File: src/rtl/nandSeqPkg.sv
package nandSeqPkg;

  typedef enum logic [2:0] {
    ST_IDLE, ST_CMD1, ST_ADDR, ST_CMD2, ST_WAIT, ST_DATA, ST_DONE
  } seqState_e;

  // strobes from control to datapath
  typedef struct packed {
    logic       selCmd1;
    logic       selCmd2;
    logic       selAddr;
    logic       selWrite;
    logic       capture;
    logic       forceOne;
    logic       decCount;
    logic [1:0] addrIdx;
  } pathStrobe_t;

  localparam int CNT_W       = 16;
  localparam int CFG_W       = 32;
  localparam int B_CMD1      = 0;
  localparam int B_ADDR_EN   = 1;
  localparam int B_ACNT      = 2;
  localparam int B_CMD2      = 4;
  localparam int B_DIR       = 5;
  localparam int B_CNT       = CFG_W - CNT_W;
  localparam logic [CFG_W-1:0] CFG_MASK = {{CNT_W{1'b1}}, {(B_CNT-6){1'b0}}, 6'h3F};

endpackage

File: src/rtl/nandSeqPath.sv
module nandSeqPath
  import nandSeqPkg::*;
(
  input  logic             clk,
  input  logic             rstN,
  input  logic             cfgWrEn,
  input  logic [CFG_W-1:0] cfgWrData,
  input  logic             busy,
  input  pathStrobe_t      strobe,
  input  logic [7:0]       cmd1Code,
  input  logic [7:0]       cmd2Code,
  input  logic [31:0]      addrWord,
  input  logic [7:0]       wrData,
  input  logic [7:0]       ioIn,
  output logic [CFG_W-1:0] cfgRdData,
  output logic             cmd1En,
  output logic             addrEn,
  output logic [1:0]       addrCnt,
  output logic             cmd2En,
  output logic             dirWrite,
  output logic             countZero,
  output logic             countOne,
  output logic [7:0]       ioOut,
  output logic [7:0]       rdData,
  output logic             rdValid
);

  logic [CFG_W-1:0] cfgReg;
  logic [CNT_W-1:0] secCount;
  logic [7:0]       addrLane [4];

  for (genvar g = 0; g < 4; g++) begin : g_lane
    assign addrLane[g] = addrWord[8*g +: 8];
  end

  assign secCount  = cfgReg[B_CNT +: CNT_W];
  assign cmd1En    = cfgReg[B_CMD1];
  assign addrEn    = cfgReg[B_ADDR_EN];
  assign addrCnt   = cfgReg[B_ACNT +: 2];
  assign cmd2En    = cfgReg[B_CMD2];
  assign dirWrite  = cfgReg[B_DIR];
  assign countZero = (secCount == '0);
  assign countOne  = (secCount == CNT_W'(1));
  assign cfgRdData = cfgReg;

  always_ff @(posedge clk) begin
    if (!rstN) begin
      cfgReg <= '0;
    end else begin
      if (cfgWrEn && !busy) cfgReg <= cfgWrData & CFG_MASK;
      if (strobe.forceOne) cfgReg[B_CNT +: CNT_W] <= CNT_W'(1);
      else if (strobe.decCount) cfgReg[B_CNT +: CNT_W] <= secCount - CNT_W'(1);
    end
  end

  always_comb begin
    ioOut = '0;
    if (strobe.selCmd1)       ioOut = cmd1Code;
    else if (strobe.selCmd2)  ioOut = cmd2Code;
    else if (strobe.selAddr)  ioOut = addrLane[strobe.addrIdx];
    else if (strobe.selWrite) ioOut = wrData;
  end

  always_ff @(posedge clk) begin
    if (!rstN) begin
      rdData  <= '0;
      rdValid <= 1'b0;
    end else begin
      rdValid <= strobe.capture;
      if (strobe.capture) rdData <= ioIn;
    end
  end

endmodule

File: src/rtl/nandSeqCtrl.sv
module nandSeqCtrl
  import nandSeqPkg::*;
#(
  parameter int SECTOR_BYTES = 512
)(
  input  logic        clk,
  input  logic        rstN,
  input  logic        start,
  input  logic        sectorMode,
  input  logic        flashReady,
  input  logic        cmd1En,
  input  logic        addrEn,
  input  logic [1:0]  addrCnt,
  input  logic        cmd2En,
  input  logic        dirWrite,
  input  logic        countZero,
  input  logic        countOne,
  output pathStrobe_t strobe,
  output logic        cle,
  output logic        ale,
  output logic        weN,
  output logic        reN,
  output logic        ioOe,
  output logic        wrTake,
  output logic        busy,
  output logic        done
);

  localparam int BYTE_W = (SECTOR_BYTES > 1) ? $clog2(SECTOR_BYTES) : 1;
  localparam logic [BYTE_W-1:0] LAST_BYTE = BYTE_W'(SECTOR_BYTES - 1);

  seqState_e         state;
  logic              phase;
  logic              modeLat;
  logic [1:0]        addrIdx;
  logic [BYTE_W-1:0] byteIdx;
  logic              inCmd, inData, lastByte;

  function automatic seqState_e enterData(input logic viaCmd2, input logic modeS,
                                          input logic noSectors);
    if (modeS && noSectors)  return ST_DONE;
    if (viaCmd2 || modeS)    return ST_WAIT;
    return ST_DATA;
  endfunction

  function automatic seqState_e afterAddr(input logic c2, input logic modeS,
                                          input logic noSectors);
    if (c2) return ST_CMD2;
    return enterData(1'b0, modeS, noSectors);
  endfunction

  assign lastByte = (byteIdx == LAST_BYTE);

  always_ff @(posedge clk) begin
    if (!rstN) begin
      state   <= ST_IDLE;
      phase   <= 1'b0;
      modeLat <= 1'b0;
      addrIdx <= '0;
      byteIdx <= '0;
    end else begin
      case (state)
        ST_IDLE: begin
          phase <= 1'b0;
          if (start) begin
            modeLat <= sectorMode;
            addrIdx <= '0;
            byteIdx <= '0;
            if (cmd1En)      state <= ST_CMD1;
            else if (addrEn) state <= ST_ADDR;
            else             state <= afterAddr(cmd2En, sectorMode, countZero);
          end
        end
        ST_CMD1: begin
          phase <= ~phase;
          if (phase) state <= addrEn ? ST_ADDR : afterAddr(cmd2En, modeLat, countZero);
        end
        ST_ADDR: begin
          phase <= ~phase;
          if (phase) begin
            if (addrIdx == addrCnt) state <= afterAddr(cmd2En, modeLat, countZero);
            else                    addrIdx <= addrIdx + 2'd1;
          end
        end
        ST_CMD2: begin
          phase <= ~phase;
          if (phase) state <= enterData(1'b1, modeLat, countZero);
        end
        ST_WAIT: begin
          if (flashReady) state <= ST_DATA;
        end
        ST_DATA: begin
          phase <= ~phase;
          if (phase) begin
            if (lastByte) begin
              byteIdx <= '0;
              state   <= countOne ? ST_DONE : ST_WAIT;
            end else begin
              byteIdx <= byteIdx + BYTE_W'(1);
            end
          end
        end
        ST_DONE: state <= ST_IDLE;
        default: state <= ST_IDLE;
      endcase
    end
  end

  assign inCmd  = (state == ST_CMD1) || (state == ST_CMD2);
  assign inData = (state == ST_DATA);

  assign cle    = inCmd;
  assign ale    = (state == ST_ADDR);
  assign ioOe   = inCmd || ale || (inData && dirWrite);
  assign weN    = !(ioOe && !phase);
  assign reN    = !(inData && !dirWrite && !phase);
  assign wrTake = inData && dirWrite && phase;
  assign busy   = (state != ST_IDLE);
  assign done   = (state == ST_DONE);

  always_comb begin
    strobe          = '0;
    strobe.selCmd1  = (state == ST_CMD1);
    strobe.selCmd2  = (state == ST_CMD2);
    strobe.selAddr  = ale;
    strobe.selWrite = inData && dirWrite;
    strobe.capture  = inData && !dirWrite && !phase;
    strobe.forceOne = (state == ST_IDLE) && start && !sectorMode;
    strobe.decCount = inData && phase && lastByte;
    strobe.addrIdx  = addrIdx;
  end

endmodule

File: src/rtl/nandSeqTop.sv
module nandSeqTop
  import nandSeqPkg::*;
#(
  parameter int SECTOR_BYTES = 512
)(
  input  logic        clk,
  input  logic        rstN,
  input  logic        cfgWrEn,
  input  logic [31:0] cfgWrData,
  output logic [31:0] cfgRdData,
  input  logic        sectorMode,
  input  logic        start,
  input  logic [7:0]  cmd1Code,
  input  logic [7:0]  cmd2Code,
  input  logic [31:0] addrWord,
  input  logic [7:0]  wrData,
  output logic        wrTake,
  output logic [7:0]  rdData,
  output logic        rdValid,
  input  logic        flashReady,
  input  logic [7:0]  ioIn,
  output logic [7:0]  ioOut,
  output logic        ioOe,
  output logic        cle,
  output logic        ale,
  output logic        weN,
  output logic        reN,
  output logic        busy,
  output logic        done
);

  pathStrobe_t strobe;
  logic        cmd1En, addrEn, cmd2En, dirWrite, countZero, countOne;
  logic [1:0]  addrCnt;

  nandSeqCtrl #(.SECTOR_BYTES(SECTOR_BYTES)) u_ctrl (
    .clk(clk), .rstN(rstN), .start(start), .sectorMode(sectorMode),
    .flashReady(flashReady), .cmd1En(cmd1En), .addrEn(addrEn), .addrCnt(addrCnt),
    .cmd2En(cmd2En), .dirWrite(dirWrite), .countZero(countZero), .countOne(countOne),
    .strobe(strobe), .cle(cle), .ale(ale), .weN(weN), .reN(reN), .ioOe(ioOe),
    .wrTake(wrTake), .busy(busy), .done(done)
  );

  nandSeqPath u_path (
    .clk(clk), .rstN(rstN), .cfgWrEn(cfgWrEn), .cfgWrData(cfgWrData), .busy(busy),
    .strobe(strobe), .cmd1Code(cmd1Code), .cmd2Code(cmd2Code), .addrWord(addrWord),
    .wrData(wrData), .ioIn(ioIn), .cfgRdData(cfgRdData), .cmd1En(cmd1En),
    .addrEn(addrEn), .addrCnt(addrCnt), .cmd2En(cmd2En), .dirWrite(dirWrite),
    .countZero(countZero), .countOne(countOne), .ioOut(ioOut), .rdData(rdData),
    .rdValid(rdValid)
  );

endmodule

File: config.mk
export PLATFORM = sky130hd
export DESIGN_NAME = nandSeqTop
export DESIGN_NICKNAME = d
export VERILOG_FILES = /design/src/rtl/nandSeqPkg.sv /design/src/rtl/nandSeqPath.sv /design/src/rtl/nandSeqCtrl.sv /design/src/rtl/nandSeqTop.sv
export SDC_FILE = /design/constraint.sdc
export NUM_CORES = 1
export LEC_CHECK = 0
export BUFFER_PORTS_ARGS = -buffer_cell sky130_fd_sc_hd__buf_2
export CAP_MARGIN = 20
export CORE_MARGIN = 10
export CORE_UTILIZATION = 35
export CTS_CLUSTER_SIZE = 14
export DETAILED_ROUTE_END_ITERATION = 10
export PLACE_DENSITY = 0.75
export RECOVER_POWER = 100
export SLEW_MARGIN = 40
export SYNTH_ARGS = -nofsm -noshare
export SYNTH_HDL_FRONTEND = slang
export SYNTH_SLANG_ARGS = --single-unit
export TNS_END_PERCENT = 50
File: constraint.sdc
create_clock -name clk -period 6.4 [get_ports clk]
set_input_delay 0.32 -clock clk [delete_from_list [all_inputs] [get_ports clk]]
set_output_delay 0.32 -clock clk [all_outputs]
set_load 0.05 [all_outputs]
==> results of run 1 <==
## where the power goes
part / internal, mW / switching [mW] / total, mW
Combinational: 0.212 / 0.534 / 0.747
Sequential: 0.336 / 0.102 / 0.438
Clock: 0.0766 / 0.106 / 0.182
## flip-flops by register name (all words and copies together) (netlist names)
| register | cells |
|---|---|
| u_ctrl.addrIdx | 2 |
| u_ctrl.byteIdx | 9 |
| u_ctrl.modeLat | 1 |
| u_ctrl.phase | 1 |
| u_ctrl.state | 3 |
| u_path.cfgRdData | 22 |
| u_path.rdData | 8 |
| u_path.rdValid | 1 |
## metal layers
| metal | routed length, microns | global-route usage [%] | vias up | share of wire (%) |
|---|---|---|---|---|
| met5 | 0 | 0 | - | 0 |
| met4 | 100 | 3.599 | 0 | 0.99 |
| met3 | 672 | 4.294 | 10 | 6.7 |
| met2 | 5303 | 27.89 | 102 | 53 |
| met1 | 4016 | 17.06 | 1523 | 40 |
| li1 | - | - | 1572 | - |
## path summary, 6_finish.rpt
check	depth (start not counted)	from	to
worst min register to register	2	u_path.rdData[6]$_SDFFE_PN0P_	u_path.rdData[6]$_SDFFE_PN0P_
worst max-delay path	4	u_ctrl.state[0]$_SDFFE_PN0P_	reN
worst max register to register	4	u_ctrl.state[1]$_SDFFE_PN0P_	u_path.cfgRdData[17]$_SDFFE_PP0P_
worst min-delay path	3	cfgWrData[4]	u_path.cfgRdData[4]$_SDFFE_PN0P_
## cell families (layout without fill, tap and decap cells)
family | Yosys count | count (layout)
compound gates | 100 | 100
xor+xnor | 9 | 9
fa+ha+maj | 5 | 5
buf+inv | 42 | 158
flops | 47 | 47
mux | 16 | 16
other cells | 1 | 10
simple gates | 150 | 150
## worst min-delay path, delay by kind of cell
family / cells / cell delay [ps]
buf+inv: 1 / 90
simple gates: 1 / 40
compound gates: 1 / 50
## layout make-up
| cell class | instances | area (sq um) | area share [%] |
|---|---|---|---|
| Clock buffer | 6 | 72.57 | 1.986 |
| Multi-Input combinational cell | 290 | 1818 | 49.76 |
| Tap cell | 105 | 131.4 | 3.596 |
| Inverter | 11 | 41.29 | 1.130 |
| Clock inverter | 2 | 12.51 | 0.3425 |
| Timing Repair Buffer | 139 | 635.6 | 17.40 |
| Sequential cell | 47 | 942.2 | 25.79 |
## cells in the mapped netlist (all sizes together) (7+ instances only)
library cell	n
xor2	7
nand2b	7
nor2	38
a21oi	45
mux4	8
nand3	13
nand2	48
dfxtp	47
buf	16
clkbuf	15
mux2i	7
o21ai	8
inv	10
o211ai	9
## cells in the final DEF, fill, tap and decap left out, drive strengths merged, types with 8 or more instances in the layout
master / instances
inv: 10
o211ai: 9
buf: 91
o21ai: 8
dfxtp: 47
mux4: 8
conb: 10
nor2: 38
a21oi: 45
clkbuf: 54
nand2: 48
nand3: 13
==> summary by stage, run 1 <==
Worst setup path
Data on the critical path arrives at its endpoint at 3410 ps. The largest driver fanout on the critical path is 21. Walking the worst path, the cells encountered are nand3b_1, nor3_1, clkinv_1, clkbuf_1. The worst setup path is captured at an output pin.

The critical path launch point type is a flip-flop. The count of buffering cells on the critical path with inverters included is 2. For this design, the slowest cell found on the critical path is sky130_fd_sc_hd__nor3_1.

The top cell family by delay on the critical path is simple AND/OR/NAND/NOR gates. The register-to-register setup slack is 3250 ps. For the worst setup path, the data required time is 6080 ps. The kind of critical path is flip-flop to output pin.

The delay of the slowest cell on the worst path is 1000 ps.

Yosys
After Yosys synthesis, and, or, nand and nor cells account for 25.16% of the synthesized area. Synthesis produced 370 cells. Ranked by total cell area, the synthesized netlist is headed by sky130_fd_sc_hd__dfxtp_1 32%, sky130_fd_sc_hd__a21oi_1 7.5%, sky130_fd_sc_hd__mux4_2 6.1%, sky130_fd_sc_hd__nand2_1 6.1%, sky130_fd_sc_hd__nor2_1 4.8%.

The count of cell types in the netlist is 56. After synthesis, the largest family of logic cells by area is simple AND/OR/NAND/NOR gates. During synthesis, Yosys emitted a total of 0 warnings. Of the synthesized area, sequential elements account for 31.90%.

The most area-hungry cell type in the Yosys netlist is sky130_fd_sc_hd__dfxtp_1. The share of the synthesized area in the top cell type is 31.90%. The number of synthesized register bits is 47. The mapped netlist covers 2949 sq um. The number of enable flip-flop cells after synthesis is 0. In the synthesized netlist, mux cells make up 8.867% of the area. Each instance of the synthesized netlist takes up on average 7.970 sq um. The synthesized-area fraction occupied by adder cells is 2.121%.

The parity-gate share of the synthesized area counting xor and xnor cells is 2.673%. The fraction of the mapped netlist area in compound gates is 22.02%. Among all flip-flop cells after synthesis, the most frequent one is sky130_fd_sc_hd__dfxtp_1. After synthesis, the share of flip-flops with an asynchronous set or reset is 0%.

STA
The tightest hold path in the finished design has a slack of 236.7 ps. The final count of hold timing violations is 0. The fmax is 0.2678 GHz. The final max-slew violation count is 17. Setup violations remaining at the end of the flow were counted as 0. The setup clock skew after layout is 11.84 ps. Setup slack closes at 2665 ps. The share of the cycle needed by the critical path after routing is 58.36%. Setup repair after global routing left no endpoint under its margin. The routed design could run at a clock period as short as 3735 ps.

The final total negative setup slack is 0 ps. The relative max-transition margin is -24.49%. At the pin with the least slew margin, the transition time is 1848 ps.

Layout
The total number of nets in the final design is 601. The finished layout holds 600 standard cells, fillers aside. The number of fillers in the final layout is 880. The post-route netlist has 23.03% of its cells at a drive strength greater than 1.

The number of antenna diodes in the final layout is 0. The finished cells cover 3654 sq um. At the end of the flow the core is filled with cells to 44.46%.

The area growth from synthesis to final layout is 23.89%.

Run status
The flow ran to the end, but the final reports show violations. The checks that failed: max-capacitance violations, max-slew violations.

GRT
The total overflow left after global routing is 0. The via count of the first global-routing pass came to 3357. The first global-routing pass estimated 16360 microns of wire. Across every metal layer, demand over resource in global routing totals 15.30%. Entering global routing, the biggest net connects 31 pins.

The initial antenna violation count came to 0.

Clock network
TritonCTS built the clock tree. The clock sink count is 47. The H-tree was split into 2 levels. The clock buffer count from CTS is 5.

The maximum buffer depth of the clock tree is 2. The later pin in the worst-skew pair is clocked with a latency of 310 ps. For this design, the CTS-stage hold fixing added 0 buffers. The number of gates resized after CTS was 0. The clock-pin slew on the worst setup and hold paths is 100 ps. The post-CTS repair timing setup buffer count is 0.

The root buffer cell chosen for the clock tree is sky130_fd_sc_hd__clkbuf_8.

Floorplan
The die covers 12500 sq um. During I/O placement, the number of pins put on the boundary was 159. The number of core rows is 33.

The area of the core is 8217 sq um. The initial standard-cell utilization of the core is 35.89%. The floorplan step set the die width to 111.8 microns. The y dimension of the die is 111.8 microns.

Detailed routing
The total iterations of the first detailed-routing run is 4. Dividing the detail-routed wire length by the instance count gives 16.82 microns. After detailed routing, the number of vias per cell comes to 5.345. Wires add up to 10090 microns. The violation count after the first detailed-routing iteration is 115. The routed layout has 3207 vias. For this run, design rule violations remaining after detail routing come to 0. The count of nets left with antenna violations once routing finished came out at 0.

Power and ir drop
The worst voltage drop across the vdd grid is 0.0001152 V. The cell leakage power is 1.452 nW. The final total power is 1.367 mW.

In this run the power density over the cells is 374.2 nW/um^2.

Place
OpenSTA, run right after detailed placement, puts the worst setup slack at 3452 ps. The final weighted congestion in routability-driven placement is 0.8311. The placed cell count is 592. The HPWL reported at the end of detailed placement is 7888 microns. The port buffer count is 138. The instance area after placement is 3647 sq um.

Flow run
The number of violations of the max-capacitance limit is 1.

Hold path
The tightest min-delay check is of the input port to flip-flop type.
Power figures use the tool's default switching activity.
==> run 2: changes to the inputs <==
ABC_AREA = 1   (was not set)
PLACE_DENSITY = 0.74   (was 0.75)
clock period = 3.8 ns   (was 6.4 ns; I/O delays follow)
==> run 2 against run 1 <==
- the run now ends clean
- combinational power up 110%
- non-clock buffer count decreased by 1
- register-to-register slack got worse by 2400 ps
- worst setup slack got worse by 1800 ps
- critical path type is now flip-flop to flip-flop
- largest cell class unchanged
==> summary by stage, run 2 <==
Clock network
In this run the deepest clock path goes through 2 buffers. The clock sink count is 47. The post-CTS repair timing setup buffer count is 0. TritonCTS built the clock tree.

The buffer cell driving the clock tree root is sky130_fd_sc_hd__clkbuf_8. The maximum level of the CTS H-tree is 2. The clock-pin slew on the worst setup and hold paths is 90 ps. The number of buffers inserted by hold repair at cts is 0. The clock reaches the later pin of the worst-skew pair after 300 ps.

The post-cts repair resize count is 0. The number of clock buffers added by TritonCTS is 5.

Hold path
The endpoint with the worst hold slack is u_path.cfgRdData[30]$_SDFFE_PP0P_. Counting instances, the worst hold path has a depth of 3. The worst hold path belongs to the class input port to flip-flop. The startpoint identified for the worst hold timing path is cfgWrData[30].

Layout
The most frequent standard cell in the layout excluding fill and tap cells is sky130_fd_sc_hd__nand2_1. Summing all multi-input logic gate instances after layout gives 1788 sq um. The total inserted antenna cells is 0. The number of flip-flops in the largest register is 22. Of the cells placed in the final design, the portion with a size suffix greater than 1 is 17.87%.

Compared with the post-synthesis result, the final layout area differs by 19.31%. The number of fillers in the final layout is 941. In the layout the commonest cells are 125 x sky130_fd_sc_hd__nand2_1, 92 x sky130_fd_sc_hd__buf_2, 65 x sky130_fd_sc_hd__nor2_1. The register cell area after layout is 940.9 sq um. The final layout contains 729 nets.

Yosys
In this run, distinct cell masters in the synthesized netlist total 43. The number of warning messages in the yosys log is 0. The number of enable flip-flop cells after synthesis is 0. The mean post-synth cell area is 6.413 sq um.

Ranked by instance count, the synthesized netlist is headed by 122 x sky130_fd_sc_hd__nand2_1, 62 x sky130_fd_sc_hd__nor2_1, 48 x sky130_fd_sc_hd__inv_1. The cell count after synthesis is 495. Sorting the synthesized cells by area gives the leading types as sky130_fd_sc_hd__dfxtp_1 30%, sky130_fd_sc_hd__nand2_1 14%, sky130_fd_sc_hd__nor2_1 7.3%, sky130_fd_sc_hd__o21ai_0 6.8%, sky130_fd_sc_hd__a21oi_1 6.1%. sky130_fd_sc_hd__nand2_1 is the most common cell in the netlist. The sequential fraction of the synthesis area is 29.64%.

After synthesis the cells add up to 3174 sq um. Counting flops and latches in the post-synthesis netlist gives 47. The main flop type after synthesis is sky130_fd_sc_hd__dfxtp_1. Of all cell types, the one taking the most synthesized area is sky130_fd_sc_hd__dfxtp_1.

The share of the synthesized area in the top cell type is 29.64%. Counting flops with an async set or reset pin after synthesis yields a share of 0%.

Power and ir drop
The design internal power is 1.078 mW. The switching power of the nets is 1.463 mW. In this run, the clock network consumes 11.1% of the power. The fraction of power spent switching nets is 57.59%. In this run the static leakage power is 1.692 nW. The sequential fraction of design power is 28.1%. The share of total power dissipated in combinational logic is 60.8%. The worst voltage drop across the vdd grid is 0.0002121 V. In this run the power density over the cells is 670.9 nW/um^2.

Worst setup path
For the worst setup path, the data arrival time is 3160 ps. The critical path launch point type is a flip-flop. The largest driver fanout on the critical path is 16. The endpoint class of the critical path is a flip-flop. STA puts the critical path data required time at 3980 ps. The endpoint of the worst register-to-register path is u_path.cfgRdData[29]$_SDFFE_PP0P_.

The startpoint of the lowest-slack register-to-register path is u_ctrl.byteIdx[0]$_SDFFE_PN0P_. Across all register-to-register paths, the minimum setup slack is 820 ps. The critical path is of the flip-flop to flip-flop type. The worst register-to-register path has a depth of 15.

Floorplan
The initial standard-cell utilization of the core is 36.22%. The area of the core is 8763 sq um. The floorplan step set the die height to 115.2 microns. The die area is 13280 sq um. The total I/O pin count is 159. The number of core rows is 34. The floorplan step set the die width to 115.2 microns.

STA
The shortest period the worst path allows is 2976 ps. Across all setup checks in the final design, the least slack found is 823.8 ps. The final count of hold timing violations was 0. The share of the cycle needed by the critical path after routing is 78.32%. The fmax is 0.3360 GHz.

For the final routed database, the setup TNS stands at 0 ps. The final max-slew violation count is 0. At the pin with the least slew margin, the transition time is 1082 ps. The relative max-transition margin is 27.60%. Setup violations remaining at the end of the flow were counted as 0. Setup repair after global routing left no endpoint under its margin. The setup clock skew after layout is 6.617 ps.

Detailed routing
The violation count after the first detailed-routing iteration is 342. Dividing the detail-routed wire length by the instance count gives 14.88 microns. The total routed wirelength is 10850 microns. The count of nets left with antenna violations once routing finished came out at 0. For this run, design rule violations remaining after detail routing come to 0. The via count is 3664. In the routed layout, each cell is associated on average with a via count of 5.026. The first detailed-routing pass ran for 5 iterations.

Run status
The flow ran to the end, and the final reports show no timing, DRC or antenna violations.

Place
The count of buffers added on input and output ports is 138. At the placement stage, the worst setup path has a slack of 1426 ps. The congestion estimate from routability-driven global placement came to 0.9503. Detailed placement finished with a half-perimeter wire length of 8816 microns.

GRT
The initial antenna violation count is 0. The via count of the first global-routing pass is 3482. Entering global routing, the biggest net connects 20 pins. For this run the aggregate overflow at the end of global routing stands at 0. The combined global-route utilization of all metal layers is 15.31%. The first global-routing pass estimated 16910 microns of wire.

Flow run
Across the run, the number of max-cap violations was 0.
## run 2: cell families after synthesis
kind of cell / count (synthesis) / synth area share, %
adder cells (fa/ha/maj): 5 / 1.971
buffers and inverters: 84 / 12.61
AO/OA/AOI/OAI: 108 / 18.49
other: 1 / 0.1181
XOR/XNOR: 4 / 1.104
AND/OR/NAND/NOR: 246 / 36.07
flip-flops: 47 / 29.64
## run 2: layout make-up
class | count | share of cell area, %
inverter | 57 | 5.748
timing repair buffer | 138 | 16.72
sequential | 47 | 24.84
tap | 108 | 3.568
multi-input combinational | 373 | 47.21
clock buffer | 6 | 1.916
## run 2: per-stage QoR
| step | instances | instance area (sq um) | util (%) | hold WS [ps] | total power, mW |
|---|---|---|---|---|---|
| 2_1_floorplan | 504 | 3208 | - | 332.9 | 1.983 |
| 3_3_place_gp | 723 | 3855 | 43.99 | 429.7 | 2.311 |
| 3_5_place_dp | 723 | 3855 | 43.99 | 436.3 | 2.340 |
| 4_1_cts | 729 | 3928 | 44.82 | 148.1 | 2.627 |
| 5_1_grt | 729 | 3787 | 43.22 | 152.6 | 2.747 |
| 6_report | 729 | 3787 | 43.22 | 154.7 | 2.541 |
## run 2: worst max-delay path by stage
stage / depth (start not counted) / endpoint / from
2_1_floorplan: 3 / weN / u_ctrl.state[0]$_SDFFE_PN0P_
3_3_place_gp: 16 / u_path.cfgRdData[23]$_SDFFE_PP0P_ / u_ctrl.byteIdx[0]$_SDFFE_PN0P_
3_5_place_dp: 16 / u_path.cfgRdData[23]$_SDFFE_PP0P_ / u_ctrl.byteIdx[0]$_SDFFE_PN0P_
4_1_cts: 6 / ioOut[6] / u_ctrl.addrIdx[0]$_SDFFE_PN0P_
5_1_grt: 16 / u_path.cfgRdData[23]$_SDFFE_PP0P_ / u_ctrl.byteIdx[0]$_SDFFE_PN0P_
6_report: 15 / u_path.cfgRdData[29]$_SDFFE_PP0P_ / u_ctrl.byteIdx[0]$_SDFFE_PN0P_
## run 2: metal layers
layer,routed length (microns),track usage [%],up-vias
li1,-,-,1843
met1,4318,16.95,1627
met2,5199,27.29,181
met3,1158,4.740,13
met4,170,4.703,0
met5,0,0,-
## run 2: power by group through the flow
stage	Clock [mW]	Combinational, mW	Sequential (mW)
5_1_grt	0.314	1.70	0.731
2_1_floorplan	0	1.13	0.857
3_5_place_dp	0	1.61	0.727
3_3_place_gp	0	1.59	0.720
4_1_cts	0.293	1.62	0.717
6_report	0.282	1.55	0.714
## run 2: worst max-delay path, stage by stage (launching register included)
cell and delay (ps):
sky130_fd_sc_hd__dfxtp_1 380, sky130_fd_sc_hd__ha_1 190, sky130_fd_sc_hd__inv_1 60, sky130_fd_sc_hd__nor3_1 200, sky130_fd_sc_hd__nand2_1 100, sky130_fd_sc_hd__nor2_1 140, sky130_fd_sc_hd__nand2_1 80, sky130_fd_sc_hd__nor2_1 100
sky130_fd_sc_hd__ha_1 220, sky130_fd_sc_hd__inv_1 50, sky130_fd_sc_hd__nor2_1 820, sky130_fd_sc_hd__o21ai_1 190, sky130_fd_sc_hd__nand2_1 110, sky130_fd_sc_hd__nand2_1 50, sky130_fd_sc_hd__o21ai_1 80, sky130_fd_sc_hd__a21oi_1 80
==> run 3: changes to the inputs <==
clock period = 2.95 ns   (was 3.8 ns; I/O delays follow)
==> run 3 against run 2 <==
- clock power increased by 74%
- combinational power increased by 29%
- via count decreased by 1.3%
- cell count increased by 0.27%
- utilization increased by 0.84 points
- final area increased by 1.9%
- non-clock buffer count unchanged
- critical path depth decreased by 9
- first-iteration DRC count increased by 15%
- register-to-register slack got worse by 380 ps
- clock skew decreased by 1.0 ps
==> summary by stage, run 3 (synthesis results as in run 2) <==
Layout
The library cell used most frequently in the layout, excluding fill and tap cells, is sky130_fd_sc_hd__nand2_1. 0 antenna diodes ended up in the layout. From synthesis to final layout, the design area changed by 21.64%. Of the cells placed in the final design, the portion with a size suffix greater than 1 is 20.06%. The total number of nets in the final design is 729.

The number of fillers in the final layout is 951. The final cell area excluding filler cells is 3861 sq um. Leaving out fill and tap cells, the most frequent cells in the layout are 124 x sky130_fd_sc_hd__nand2_1, 92 x sky130_fd_sc_hd__buf_2, 64 x sky130_fd_sc_hd__nor2_1.

The number of flip-flops in the largest register is 22.

Power and ir drop
The worst voltage drop across the vdd grid is 0.0002579 V. Summed over all nets, the switching power comes to 1.889 mW. The logic gate share of total power is 58.6%. The cell leakage power is 1.775 nW.

Power comes to 3.406 mW. The clock power share is 14.4%. The power density normalized to cell area is 882.2 nW/um^2. The fraction of power spent switching nets is 55.46%. The design internal power is 1.517 mW.

The sequential fraction of design power is 27.0%.

Clock network
TritonCTS built the clock tree. The number of hold buffers added after CTS was 0. The maximum level of the CTS H-tree is 2. The clock latency on the worst-skew pair is 300 ps. In this run, post-CTS repair resized a total of 0 instances. The maximum buffer depth of the clock tree is 2. The buffer cell driving the clock tree root is sky130_fd_sc_hd__clkbuf_8. The clock buffer count from CTS is 5.

CTS saw 47 sinks. The clock-pin slew on the worst setup and hold paths is 90 ps. Post-CTS timing repair inserted 0 buffers for setup.

STA
Setup slack on the critical path of the routed design comes to 370.3 ps. At the pin with the least slew margin, the transition time is 854.3 ps. The worst hold slack across all endpoints is 114.3 ps.

The shortest period the worst path allows is 2580 ps. Clock skew on the completed layout was measured at 5.587 ps. In the finished design, the share of the clock period the worst path needs comes to 87.45%. Setup repair after global routing left no endpoint under its margin. The fmax is 0.3876 GHz. The final max-slew violation count is 0.

The number of setup violations in the final report is 0. The final count of hold timing violations is 0. Headroom to the max-slew limit came out at 42.84%. The final total negative setup slack is 0 ps.

Detailed routing
The total iterations of the first detailed-routing run is 5. The number of routed nets with antenna violations is 0. The via count is 3618.

Using the TritonRoute via totals, the vias-per-cell ratio works out to 4.949. The post-detailed-route wirelength per cell is 14.76 microns. In the routed design, unresolved DRC markers number 0. The total routed wirelength is 10790 microns. The first routing iteration left 394 violations.

Hold path
The min-delay analysis places its worst path in the category input port to flip-flop. The worst hold path startpoint is cfgWrData[19].

Place
The HPWL reported at the end of detailed placement is 8818 microns. Before CTS, the worst setup slack after placement is 600.1 ps. The instance area after placement is 3855 sq um. The final weighted congestion in routability-driven placement is 0.9548. The port buffer count is 138.

GRT
The overall overflow remaining after global route is 0. The via count of the first global-routing pass is 3512. For this run, the total global-route usage over all layers was measured as 15.35%. The first-pass GRT wire length is 17080 microns.

The largest net degree at the start of global routing is 20. The initial antenna violation count is 0.

Worst setup path
Traced cell by cell, the critical path runs through clkinv_1, nor2_1, o22ai_1, nand2_1, nand4_1, clkbuf_2. The worst setup path is of the flip-flop to output pin kind. Grouping stages by cell kind, the critical path spends the most delay in buffers and inverters. On the critical path, the stage with the largest delay is an instance of sky130_fd_sc_hd__dfxtp_1. The endpoint class of the critical path is an output pin.

In this run the worst setup path begins at u_ctrl.addrIdx[0]$_SDFFE_PN0P_. Data on the critical path arrives at its endpoint at 2430 ps. The critical path launch point type is a flip-flop.

The register-to-register setup slack is 440 ps. The required arrival time at the worst endpoint is 2800 ps. Of all nets on the critical path, the largest fanout is 19. The delay of the slowest cell on the worst path is 690 ps. The critical path contains buffers and inverters numbering 2 combined. The startpoint identified for the worst register-to-register timing path is u_ctrl.byteIdx[0]$_SDFFE_PN0P_.

Floorplan
The total I/O pin count is 159. The die area is 13280 sq um. Measured along the y axis, the die boundary spans 115.2 microns.

From left edge to right edge, the die measures 115.2 microns. In this run the core area contains 34 standard-cell rows. In this run the standard cell core region covers 8763 sq um. The initial standard-cell utilization of the core is 36.22%.

Flow run
The number of violations of the max-capacitance limit is 0.

Run status
The run finished with clean final reports.
[run 3: metal layers]
metal  part of all wire [%]  routed length, microns  GRT usage, %  vias to the layer above
li1                       -                       -             -                     1847
met1                     39                    4197         17.17                     1606
met2                     49                    5297         27.70                      161
met3                     11                    1223         4.740                        4
met4                   0.65                      70         3.465                        0
met5                      0                       0             0                        -
[run 3: worst paths after layout]
path / to / depth (start not counted)
min reg2reg: u_path.rdData[4]$_SDFFE_PN0P_ / 2
max reg2reg: u_path.cfgRdData[21]$_SDFFE_PP0P_ / 16
max: ioOut[6] / 6
min: u_path.cfgRdData[19]$_SDFFE_PP0P_ / 3
[run 3: final cells by class]
cell class / count / area [sq um] / area share (%)
timing repair buffer: 138 / 644.4 / 16.69
sequential: 47 / 940.9 / 24.37
tap: 108 / 135.1 / 3.500
inverter: 57 / 217.7 / 5.638
multi-input combinational: 373 / 1805 / 46.76
clock inverter: 2 / 35.03 / 0.9073
clock buffer: 6 / 82.58 / 2.139
[run 3: worst min-delay path: cells and delay by family]
family / cells / cell delay (ps)
simple gates: 1 / 50
compound gates: 1 / 70
buf+inv: 1 / 90
[run 3: power by group through the flow]
stage | Sequential [mW] | Combinational (mW) | Clock (mW)
floorplan | 1.10 | 1.45 | 0
finish | 0.920 | 2.00 | 0.491
CTS | 0.921 | 2.08 | 0.514
detailed placement | 0.934 | 2.08 | 0
global placement | 0.928 | 2.05 | 0
global route | 0.941 | 2.20 | 0.538
[run 3: per-stage QoR]
stage                     instances  utilization, %
after global placement          723           43.99
after detailed placement        723           43.99
after global routing            731           44.06
after CTS                       731           45.33
after floorplan                 504               -
final                           731           44.06
